$ cat config.mk
export PLATFORM = sky130hd
export DESIGN_NAME = wbe_evict_ctrl
export DESIGN_NICKNAME = d
export VERILOG_FILES = /design/src/rtl/wbe_pkg.sv /design/src/rtl/wbe_dirty_bits.sv /design/src/rtl/wbe_post_fifo.sv /design/src/rtl/wbe_evict_ctrl.sv
export SDC_FILE = /design/constraint.sdc
export NUM_CORES = 1
export LEC_CHECK = 0
export ABC_CLOCK_PERIOD_IN_PS = 9500
export BUFFER_PORTS_ARGS = -buffer_cell sky130_fd_sc_hd__buf_2
export CORE_UTILIZATION = 55
export CTS_CLUSTER_SIZE = 30
export DETAILED_ROUTE_END_ITERATION = 8
export PLACE_DENSITY_LB_ADDON = 0.05
export SETUP_SLACK_MARGIN = 0.5
export SYNTH_ARGS = -nofsm -noshare
export SYNTH_HDL_FRONTEND = slang
export SYNTH_SLANG_ARGS = --single-unit
export TNS_END_PERCENT = 50
$ cat constraint.sdc
create_clock -name clk -period 9.5 [get_ports clk]
set_clock_uncertainty 0.05 [all_clocks]
set_input_delay 1.9 -clock clk [delete_from_list [all_inputs] [get_ports clk]]
set_output_delay 1.9 -clock clk [all_outputs]
set_load 0.01 [all_outputs]
$ cat src/rtl/wbe_pkg.sv
`timescale 1ns/1ps
package wbe_pkg;

  typedef enum logic [2:0] {
    ST_IDLE,
    ST_EVAL,
    ST_FORCE,
    ST_READ,
    ST_DRAIN,
    ST_WT
  } wbe_state_e;

  // circular index arithmetic shared by the buffer
  function automatic int wrap_add(input int base, input int step, input int modulus);
    return (base + step) % modulus;
  endfunction

endpackage

$ cat src/rtl/wbe_dirty_bits.sv
`timescale 1ns/1ps
module wbe_dirty_bits #(
  parameter int SLOTS = 16,
  localparam int SLOT_W = (SLOTS > 1) ? $clog2(SLOTS) : 1
) (
  input  logic              clk,
  input  logic              rst_n,
  input  logic              set_en,
  input  logic [SLOT_W-1:0] set_slot,
  input  logic              clr_en,
  input  logic [SLOT_W-1:0] clr_slot,
  input  logic [SLOT_W-1:0] rd_slot,
  output logic              rd_dirty
);

  logic [SLOTS-1:0] flag_q;

  for (genvar g = 0; g < SLOTS; g++) begin : g_flag
    always_ff @(posedge clk) begin
      if (!rst_n)
        flag_q[g] <= 1'b0;
      else if (set_en && set_slot == SLOT_W'(g))
        flag_q[g] <= 1'b1;
      else if (clr_en && clr_slot == SLOT_W'(g))
        flag_q[g] <= 1'b0;
    end
  end

  assign rd_dirty = flag_q[rd_slot];

endmodule

$ cat src/rtl/wbe_post_fifo.sv
`timescale 1ns/1ps
module wbe_post_fifo
  import wbe_pkg::*;
#(
  parameter int DEPTH  = 4,
  parameter int ADDR_W = 20,
  parameter int LINE_W = 64,
  localparam int PTR_W = (DEPTH > 1) ? $clog2(DEPTH) : 1,
  localparam int CNT_W = $clog2(DEPTH + 1)
) (
  input  logic              clk,
  input  logic              rst_n,
  input  logic              push,
  input  logic [ADDR_W-1:0] push_addr,
  input  logic [LINE_W-1:0] push_data,
  input  logic              pop,
  output logic [ADDR_W-1:0] head_addr,
  output logic [LINE_W-1:0] head_data,
  output logic [CNT_W-1:0]  count,
  output logic              full,
  output logic              empty,
  input  logic [ADDR_W-1:0] look_addr,
  output logic              look_hit,
  output logic [LINE_W-1:0] look_data
);

  logic [ADDR_W-1:0] addr_q [DEPTH];
  logic [LINE_W-1:0] data_q [DEPTH];
  logic [PTR_W-1:0]  head_q;
  logic [CNT_W-1:0]  count_q;
  logic [PTR_W-1:0]  tail;

  assign tail      = PTR_W'(wrap_add(int'(head_q), int'(count_q), DEPTH));
  assign head_addr = addr_q[head_q];
  assign head_data = data_q[head_q];
  assign count     = count_q;
  assign full      = (count_q == CNT_W'(DEPTH));
  assign empty     = (count_q == '0);

  always_ff @(posedge clk) begin
    if (push) begin
      addr_q[tail] <= push_addr;
      data_q[tail] <= push_data;
    end
  end

  always_ff @(posedge clk) begin
    if (!rst_n) begin
      head_q  <= '0;
      count_q <= '0;
    end else begin
      if (pop)
        head_q <= PTR_W'(wrap_add(int'(head_q), 1, DEPTH));
      count_q <= count_q + CNT_W'(push) - CNT_W'(pop);
    end
  end

  // scan from oldest to newest; the newest match wins
  always_comb begin
    look_hit  = 1'b0;
    look_data = '0;
    for (int i = 0; i < DEPTH; i++) begin
      if (i < int'(count_q) &&
          addr_q[PTR_W'(wrap_add(int'(head_q), i, DEPTH))] == look_addr) begin
        look_hit  = 1'b1;
        look_data = data_q[PTR_W'(wrap_add(int'(head_q), i, DEPTH))];
      end
    end
  end

endmodule

$ cat src/rtl/wbe_evict_ctrl.sv
`timescale 1ns/1ps
module wbe_evict_ctrl
  import wbe_pkg::*;
#(
  parameter int ADDR_W = 20,
  parameter int LINE_W = 64,
  parameter int DEPTH  = 4,
  parameter int SLOTS  = 16,
  localparam int SLOT_W = (SLOTS > 1) ? $clog2(SLOTS) : 1
) (
  input  logic              clk,
  input  logic              rst_n,
  input  logic              wt_mode,
  input  logic              hit_wr_valid,
  output logic              hit_wr_ready,
  input  logic [SLOT_W-1:0] hit_wr_slot,
  input  logic [ADDR_W-1:0] hit_wr_addr,
  input  logic [LINE_W-1:0] hit_wr_data,
  input  logic              miss_valid,
  output logic              miss_ready,
  input  logic [SLOT_W-1:0] miss_slot,
  input  logic [ADDR_W-1:0] miss_addr,
  input  logic [ADDR_W-1:0] victim_addr,
  input  logic [LINE_W-1:0] victim_data,
  output logic              fill_valid,
  output logic              fill_fwd,
  output logic [LINE_W-1:0] fill_data,
  output logic              mem_rd_req,
  output logic [ADDR_W-1:0] mem_rd_addr,
  input  logic              mem_rd_ack,
  input  logic [LINE_W-1:0] mem_rd_data,
  output logic              mem_wr_req,
  output logic [ADDR_W-1:0] mem_wr_addr,
  output logic [LINE_W-1:0] mem_wr_data,
  input  logic              mem_wr_ack
);

  localparam int CNT_W = $clog2(DEPTH + 1);

  wbe_state_e st_q;

  logic [ADDR_W-1:0] m_addr_q, v_addr_q, w_addr_q;
  logic [SLOT_W-1:0] m_slot_q;
  logic [LINE_W-1:0] v_data_q, w_data_q, fill_data_q;
  logic              v_dirty_q, fill_valid_q, fill_fwd_q;

  // named internal events
  logic acc_miss, acc_wr, victim_dirty;
  logic ev_push, ev_pop, ev_evict_stall, ev_refill, ev_fwd_hit;
  logic ev_force_drain, in_drain, wr_from_buf;

  logic [ADDR_W-1:0] head_addr;
  logic [LINE_W-1:0] head_data, look_data;
  logic [CNT_W-1:0]  buf_count;
  logic              buf_full, buf_empty, look_hit;

  assign miss_ready   = (st_q == ST_IDLE);
  assign hit_wr_ready = (st_q == ST_IDLE) && !miss_valid;
  assign acc_miss     = miss_valid && miss_ready;
  assign acc_wr       = hit_wr_valid && hit_wr_ready;

  assign ev_evict_stall = (st_q == ST_EVAL) && v_dirty_q && buf_full;
  assign ev_push        = (st_q == ST_EVAL) && v_dirty_q && !buf_full;
  assign ev_refill      = (st_q == ST_EVAL) && !ev_evict_stall;
  assign ev_fwd_hit     = ev_refill && look_hit;
  assign ev_force_drain = (st_q == ST_FORCE);
  assign in_drain       = (st_q == ST_DRAIN);
  assign wr_from_buf    = ev_force_drain || in_drain || (st_q == ST_WT && !buf_empty);
  assign ev_pop         = wr_from_buf && mem_wr_ack;

  assign mem_rd_req  = (st_q == ST_READ);
  assign mem_rd_addr = m_addr_q;
  assign mem_wr_req  = ev_force_drain || in_drain || (st_q == ST_WT);
  assign mem_wr_addr = wr_from_buf ? head_addr : w_addr_q;
  assign mem_wr_data = wr_from_buf ? head_data : w_data_q;

  assign fill_valid = fill_valid_q;
  assign fill_fwd   = fill_fwd_q;
  assign fill_data  = fill_data_q;

  wbe_dirty_bits #(.SLOTS(SLOTS)) u_dirty (
    .clk      (clk),
    .rst_n    (rst_n),
    .set_en   (acc_wr && !wt_mode),
    .set_slot (hit_wr_slot),
    .clr_en   (ev_refill || (acc_wr && wt_mode)),
    .clr_slot (ev_refill ? m_slot_q : hit_wr_slot),
    .rd_slot  (miss_slot),
    .rd_dirty (victim_dirty)
  );

  wbe_post_fifo #(.DEPTH(DEPTH), .ADDR_W(ADDR_W), .LINE_W(LINE_W)) u_fifo (
    .clk       (clk),
    .rst_n     (rst_n),
    .push      (ev_push),
    .push_addr (v_addr_q),
    .push_data (v_data_q),
    .pop       (ev_pop),
    .head_addr (head_addr),
    .head_data (head_data),
    .count     (buf_count),
    .full      (buf_full),
    .empty     (buf_empty),
    .look_addr (m_addr_q),
    .look_hit  (look_hit),
    .look_data (look_data)
  );

  always_ff @(posedge clk) begin
    if (!rst_n) begin
      st_q         <= ST_IDLE;
      m_addr_q     <= '0;
      m_slot_q     <= '0;
      v_addr_q     <= '0;
      v_data_q     <= '0;
      v_dirty_q    <= 1'b0;
      w_addr_q     <= '0;
      w_data_q     <= '0;
      fill_valid_q <= 1'b0;
      fill_fwd_q   <= 1'b0;
      fill_data_q  <= '0;
    end else begin
      fill_valid_q <= 1'b0;
      unique case (st_q)
        ST_IDLE: begin
          if (acc_miss) begin
            m_addr_q  <= miss_addr;
            m_slot_q  <= miss_slot;
            v_addr_q  <= victim_addr;
            v_data_q  <= victim_data;
            v_dirty_q <= victim_dirty;
            st_q      <= ST_EVAL;
          end else if (acc_wr && wt_mode) begin
            w_addr_q <= hit_wr_addr;
            w_data_q <= hit_wr_data;
            st_q     <= ST_WT;
          end else if (!hit_wr_valid && !buf_empty) begin
            st_q <= ST_DRAIN;
          end
        end
        ST_EVAL: begin
          if (ev_evict_stall) begin
            st_q <= ST_FORCE;
          end else if (look_hit) begin
            fill_valid_q <= 1'b1;
            fill_fwd_q   <= 1'b1;
            fill_data_q  <= look_data;
            st_q         <= ST_IDLE;
          end else begin
            st_q <= ST_READ;
          end
        end
        ST_FORCE: if (mem_wr_ack) st_q <= ST_EVAL;
        ST_READ: begin
          if (mem_rd_ack) begin
            fill_valid_q <= 1'b1;
            fill_fwd_q   <= 1'b0;
            fill_data_q  <= mem_rd_data;
            st_q         <= ST_IDLE;
          end
        end
        ST_DRAIN: if (mem_wr_ack) st_q <= ST_IDLE;
        ST_WT:    if (mem_wr_ack && !wr_from_buf) st_q <= ST_IDLE;
        default:  st_q <= ST_IDLE;
      endcase
    end
  end

endmodule

Word-level counts from Yosys, hierarchy flattened
Memories as Yosys holds them, arrays and structs flattened. A register that Yosys moved wholly into a read port is not among the register bits.
Index checks and enable logic that the tools add are counted.

cells by class
  magnitude comparators = 5
  equal/unequal tests = 47
  reductions and logical operators = 85
  multiplexer cells = 73
  bitwise gates (word level) = 1
  $add $sub $neg = 6

operators with widths
  operator                                                                number
  64-bit two-way mux                                                      8
  64-bit one-hot mux with 2 select lines                                  1
  20-bit equality test                                                    4
  4-bit equality test (second input constant)                             16
  1-bit logical AND                                                       49
  1-bit two-way mux                                                       45
  2-bit nonzero test                                                      17
  4-bit by 3-bit equality test with 1-bit output (second input constant)  8
  3-bit two-way mux                                                       7
  20-bit two-way mux                                                      1
  3-bit one-hot mux with 6 select lines                                   1
  4-bit by 2-bit equality test with 1-bit output (second input constant)  4
  2-bit two-way mux                                                       6
  3-bit equality test (second input constant)                             3
  4-bit by 1-bit equality test with 1-bit output (second input constant)  2
  4-bit zero test                                                         2
  2-bit inequality test (second input constant)                           4
  1-bit zero test                                                         7
  3-bit by 2-bit equality test with 1-bit output (second input constant)  2
  3-bit zero test                                                         2
  1-bit by 3-bit < comparator with 1-bit output (first input constant)    2
  2-bit by 3-bit < comparator with 1-bit output (first input constant)    2
  4-bit by 5-bit < comparator with 1-bit output (second input constant)   1
  5-bit AND reduction                                                     1
  other kinds (16)                                                        22

storage, ports and cells
  output and inout bits = 174
  memories = 2
  memory bits (writable) = 336
  bits in registers = 283

memory list
  name           depth  width  read ports  clocked after memory_dff  wr ports  RTL line             source
  u_fifo.data_q  4      64     4           1                         1         wbe_post_fifo.sv:28  logic [LINE_W-1:0] data_q [DEPTH];
  u_fifo.addr_q  4      20     4           1                         1         wbe_post_fifo.sv:27  logic [ADDR_W-1:0] addr_q [DEPTH];

Logic depth before layout (Yosys ltp)
  depth after elaboration = 10
  depth in mapped cells = 15
  mapped depth without buffers = 12

Modules after synthesis
From an unflattened synthesis, not the netlist that was laid out.

unflattened totals
  cell total of the unflattened synthesis = 2,812
  area total of the unflattened synthesis = 33,943.8 um2

modules (own cells, without submodules)
  module          times used  area an instance (um2)  cells each
  wbe_post_fifo   1           21,291.7                1,435
  wbe_evict_ctrl  1           11,816.3                1,290
  wbe_dirty_bits  1           835.8                   87

Worst setup path before layout
No wires, ideal clock.

  path kind = register to register
  start = reg u_fifo.head_q[1]
  end = mem u_fifo.addr_q[0][0] (enable)
  data arrival time = 7.809 ns
  period minus slack after synthesis = 8.488 ns
  slack = 1.012 ns
  path buffers = 9
  data required time = 8.821 ns
  cell stages (with the launch flop) = 12
  path through = dfxtp_1 > buf_6 > buf_6 > buf_6 > buf_4 > buf_4 > buf_4 > buf_2 > clkbuf_1 > clkbuf_1 > xnor2_1 > nor3_1

on the way
  cells in the longest elaborated chain, start to end = 1

RTL lines
  element                   RTL line             source
  start: declaration        wbe_post_fifo.sv:29  logic [PTR_W-1:0] head_q;
  start signal: assignment  wbe_post_fifo.sv:53  head_q <= PTR_W'(wrap_add(int'(head_q), 1, DEPTH));
  2-bit adder               wbe_pkg.sv:15        return (base + step) % modulus;
  end: declaration          wbe_post_fifo.sv:27

No other way between the ends.

Worst setup path after layout
  start = reg u_fifo.head_q[1]
  end = reg fill_data_q[62], in the netlist fill_data[62]

on the way
  cells in the longest elaborated chain, start to end = 10
  elaborated cells on any way between the ends = 22

RTL lines
  element                                 RTL line               source
  2-bit by 1-bit adder with 2-bit output  wbe_pkg.sv:15
  memory 4 x 20 bit                       n/a
  20-bit equality test                    wbe_post_fifo.sv:64    addr_q[PTR_W'(wrap_add(int'(head_q), i, DEPTH))] == look_addr) begin
  1-bit logical AND                       wbe_post_fifo.sv:63    if (i < int'(count_q) &&
  64-bit two-way mux (3 in series)        wbe_post_fifo.sv:63
  64-bit two-way mux                      wbe_evict_ctrl.sv:144  end else if (look_hit) begin
  64-bit two-way mux                      wbe_evict_ctrl.sv:142  if (ev_evict_stall) begin
  64-bit one-hot mux with 2 select lines  wbe_evict_ctrl.sv:124  unique case (st_q)
  end signal: assignment                  wbe_evict_ctrl.sv:147  fill_data_q <= look_data;
  end signal: assignment                  wbe_evict_ctrl.sv:158  fill_data_q <= mem_rd_data;
  end: declaration                        wbe_evict_ctrl.sv:44   logic [LINE_W-1:0] v_data_q, w_data_q, fill_data_q;

Parallel ways exist; a longest one is shown, timed or not. The select of a mux whose other input is x is not followed.
A chain may end at the register's enable or synchronous reset.

==> summary.txt <==
Status
  • Status: completed

Timing
  • Max transition margin: 17.6%
  • Sum Neg Setup Slack: 0 ns
  • Tcrit/Tclk final: around three fifths
  • Final Hold Viols: 0
  • Fin crit period: 5.83 ns
  • Final setup vio count: 0
  • RSZ-0062 raised after global routing: no
  • Slew Limit Fails: 0
  • F_max: around 170 MHz
  • Worst-margin pin slew: 1.24 ns

Synth
  • Cell count after synthesis: 3170
  • #FFs+latches synth: 621
  • Asr flop ratio synth: 0%
  • EDFF count, synth: 336
  • Post-Synth XOR/XNOR Area: 2.05%
  • Synth area leaders: edfxtp_1, dfxtp_1, mux4_2
  • Synth Cell Area: about 34000 µm²
  • Post-synth top area share: 29.9%
  • Mean Syn Cell Area: roughly 11 µm²
  • Simple-gate portion of the synthesized area: 15.6%
  • Post-synth top cells: nand2_1, edfxtp_1, dfxtp_1, a21boi_0, mux4_2
  • Syn Nets: 3443
  • Adder-Cell Fraction of Synth Area: 0.245%
  • Area leader, netlist: edfxtp_1
  • Library cells used by synthesis: 70
  • Fraction of synthesized area in multiplexers: roughly 18%
  • Predominant post-synthesis flop cell: edfxtp_1
  • Largest family of logic cells by synthesized area: multiplexers
  • Count leader, synth: nand2_1
  • Syn. warnings: 0
  • Seq/Total Area, Yosys: a little under half
  • Compound-Gate Fraction of Synth Area: 12.8%

Critical path
  • Worst reg2reg endpoint: fill_data[62]
  • Critical path launch point type: register
  • Setup CP Type: register to register
  • Reg2Reg Launch Point: u_fifo.head_q[1]
  • R2R Setup Slk: between 3 and 4 ns
  • Crit path DAT: 6.31 ns
  • Worst EP required: approximately 10 ns
  • Critical path capture point type: register
  • Reg2reg path depth: 9
  • Crit Path Max Fanout: 77

Route
  • Routed Antenna Nets: 0
  • M1 wire length: 44400 µm
  • DR top layer: met4
  • Via count: about 28000
  • DRT iter0 DRCs: between 2000 and 3000
  • Wire length on met2: ~52000 µm
  • DRC: 0
  • Drt pass-1 iters: 6
  • DR WL met3: 8890 µm
  • Routed wire length: 110000 µm
  • Vias/cell: 6.51
  • WL per Instance: roughly 26 µm

Global routing
  • Initial antenna violation count: 2
  • Number of global-route vias before repair: 27400
  • Largest net degree at the start of global routing: 140
  • First-pass GRT wire length: 165000 µm
  • GRT Util Overall: 34.6%
  • Gr ovfl total: 0

CTS
  • CTS Buf Count: 68
  • Post-CTS Resized: 0
  • Clock Latency Late Sink: 0.60 ns
  • Clk slew on worst S/H paths: 0.06 ns
  • H-tree levels: 3
  • CTS Sinks: 621
  • Clock Path Buffers: 3
  • Number of post-CTS setup repair buffers: 0
  • CTS tree: done
  • Root buffer cell: clkbuf_16
  • Hold Buf Count CTS: 0

Layout
  • Filler cells: ~5000
  • Area growth, synth to finish: 13.7%
  • Area of the multi-input gates: roughly 17000 µm²
  • Register area: ~16000 µm²
  • Layout cells sized above 1: 25.1%
  • Post-route cell area: around 38000 µm²
  • Final Util: 63.4%
  • Nets@finish: 3704

Worst hold path
  • Hold Startpoint: fill_data[46]
  • Class of the worst hold path: register to register
  • Hold path cells: 1
  • Hold EP: fill_data[46]

Floorplan
  • I/O Pins: 441
  • Die area: 62300 µm²
  • Initial Utilization: 55.8%
  • Core Area: between 60000 and 70000 µm²
  • Die H: approximately 250 µm
  • Std cell rows: 90
  • Die X: 250 µm

Place
  • Number of buffers added on ports: 440
  • DPL Wire Length: 68700 µm
  • Placed inst area: 36000 µm²
  • RePlAce Congestion: about 0.9

Pwr
  • Lkg Pwr: ~14 nW
  • Pwr Total: 8.15 mW
  • PwrDens: between 200 and 250 nW/µm²
  • Max VDD drop: around 0.23 mV

Job
  • Max cap viols: 0
## sequential cells by signal, indices dropped and copies added, names as in the netlist, named ones only
| signal | cells |
|---|---|
| fill_data | 64 |
| fill_fwd | 1 |
| fill_valid | 1 |
| m_slot_q | 4 |
| mem_rd_addr | 20 |
| st_q | 3 |
| u_dirty.flag_q | 16 |
| u_fifo.addr_q | 80 |
| u_fifo.count | 3 |
| u_fifo.data_q | 256 |
| u_fifo.head_q | 2 |
| v_addr_q | 20 |
| v_data_q | 64 |
| v_dirty_q | 1 |
| w_addr_q | 20 |
| w_data_q | 64 |
## cell type report
type | count | share of cell area (%)
Antenna cell | 1 | 0.00652
Clock inverter | 31 | 0.962
Sequential cell | 621 | 41.2
Clock buffer | 91 | 5.09
Multi-Input combinational cell | 2247 | 43.5
Timing Repair Buffer | 474 | 6.46
Inverter | 19 | 0.192
Tap cell | 782 | 2.55
## worst max-delay path by stage
stage,from,end,depth (start not counted)
after floorplan,u_fifo.head_q[1],u_fifo.addr_q[0][0],11
after global placement,u_fifo.head_q[1],fill_data[50],9
after detailed placement,register,fill_data[21],12
after CTS,register,mem_wr_data[63],6
after global routing,register,fill_data[2],12
final,u_fifo.head_q[1],fill_data[62],9
## metrics by stage
stage	hold WS, ns	setup slack, ns	instances
floorplan	0.389	1.01	3170
global placement	0.399	3.87	4143
detailed placement	0.403	3.80	4143
CTS	0.417	3.61	4265
global route	0.428	3.42	4266
finish	0.413	3.67	4266
## cells in the final DEF (no fill, tap or decap), types with 5 or more instances in the layout
cell,n
nand2_1,794
buf_2,439
edfxtp_1,336
dfxtp_1,281
a21boi_0,212
mux4_2,186
mux2i_1,115
o21ai_0,105
nor2_1,86
a21oi_1,76
nand3_1,74
mux2_2,72
clkbuf_16,72
nand4_1,70
o211ai_1,64
a32o_1,64
xnor2_1,53
o21ai_1,48
nor4bb_1,44
buf_4,33
xor2_1,26
inv_1,17
and4bb_1,17
clkinv_2,15
nor2b_1,13
nor3_1,12
clkbuf_1,11
nor4_1,8
a31oi_1,8
o2111ai_1,8
nand2b_1,8
clkbuf_8,8
bufinv_16,8
and2_1,7
o22ai_1,5
ha_1,5
clkinv_1,5
## logic make-up after synthesis
kind of cell / Yosys count
and+or+nand+nor: 1162
AOI/OAI and AO/OA: 625
DFF: 621
muxes: 375
buffers and inverters: 302
xor gates and xnor gates: 79
adders and majority gates: 6
## critical path, stage by stage (launching register included)
cell and delay (ns):
dfxtp_4 0.87, buf_4 0.82, inv_4 0.54, a2111o_1 0.48, a2111oi_1 0.38, and3_4 1.04, a2111oi_4 0.18, o21ai_4 0.19
buf_4 0.77, a32o_1 0.29
## power by group
part	internal (mW)	total (mW)	switching, mW
Sequential	3.02	3.25	0.236
Clock	1.66	2.75	1.08
Combinational	0.846	2.14	1.30
Total	5.53	8.15	2.62
## metal layers
| layer | GRT usage (%) | vias to the layer above |
|---|---|---|
| li1 | - | 12200 |
| met1 | 46.4 | 13700 |
| met2 | 56.6 | 1542 |
| met3 | 5.43 | 278 |
| met4 | 13.7 | 0 |
| met5 | 0 | - |
No activity file was read; power rests on OpenSTA's default activity.
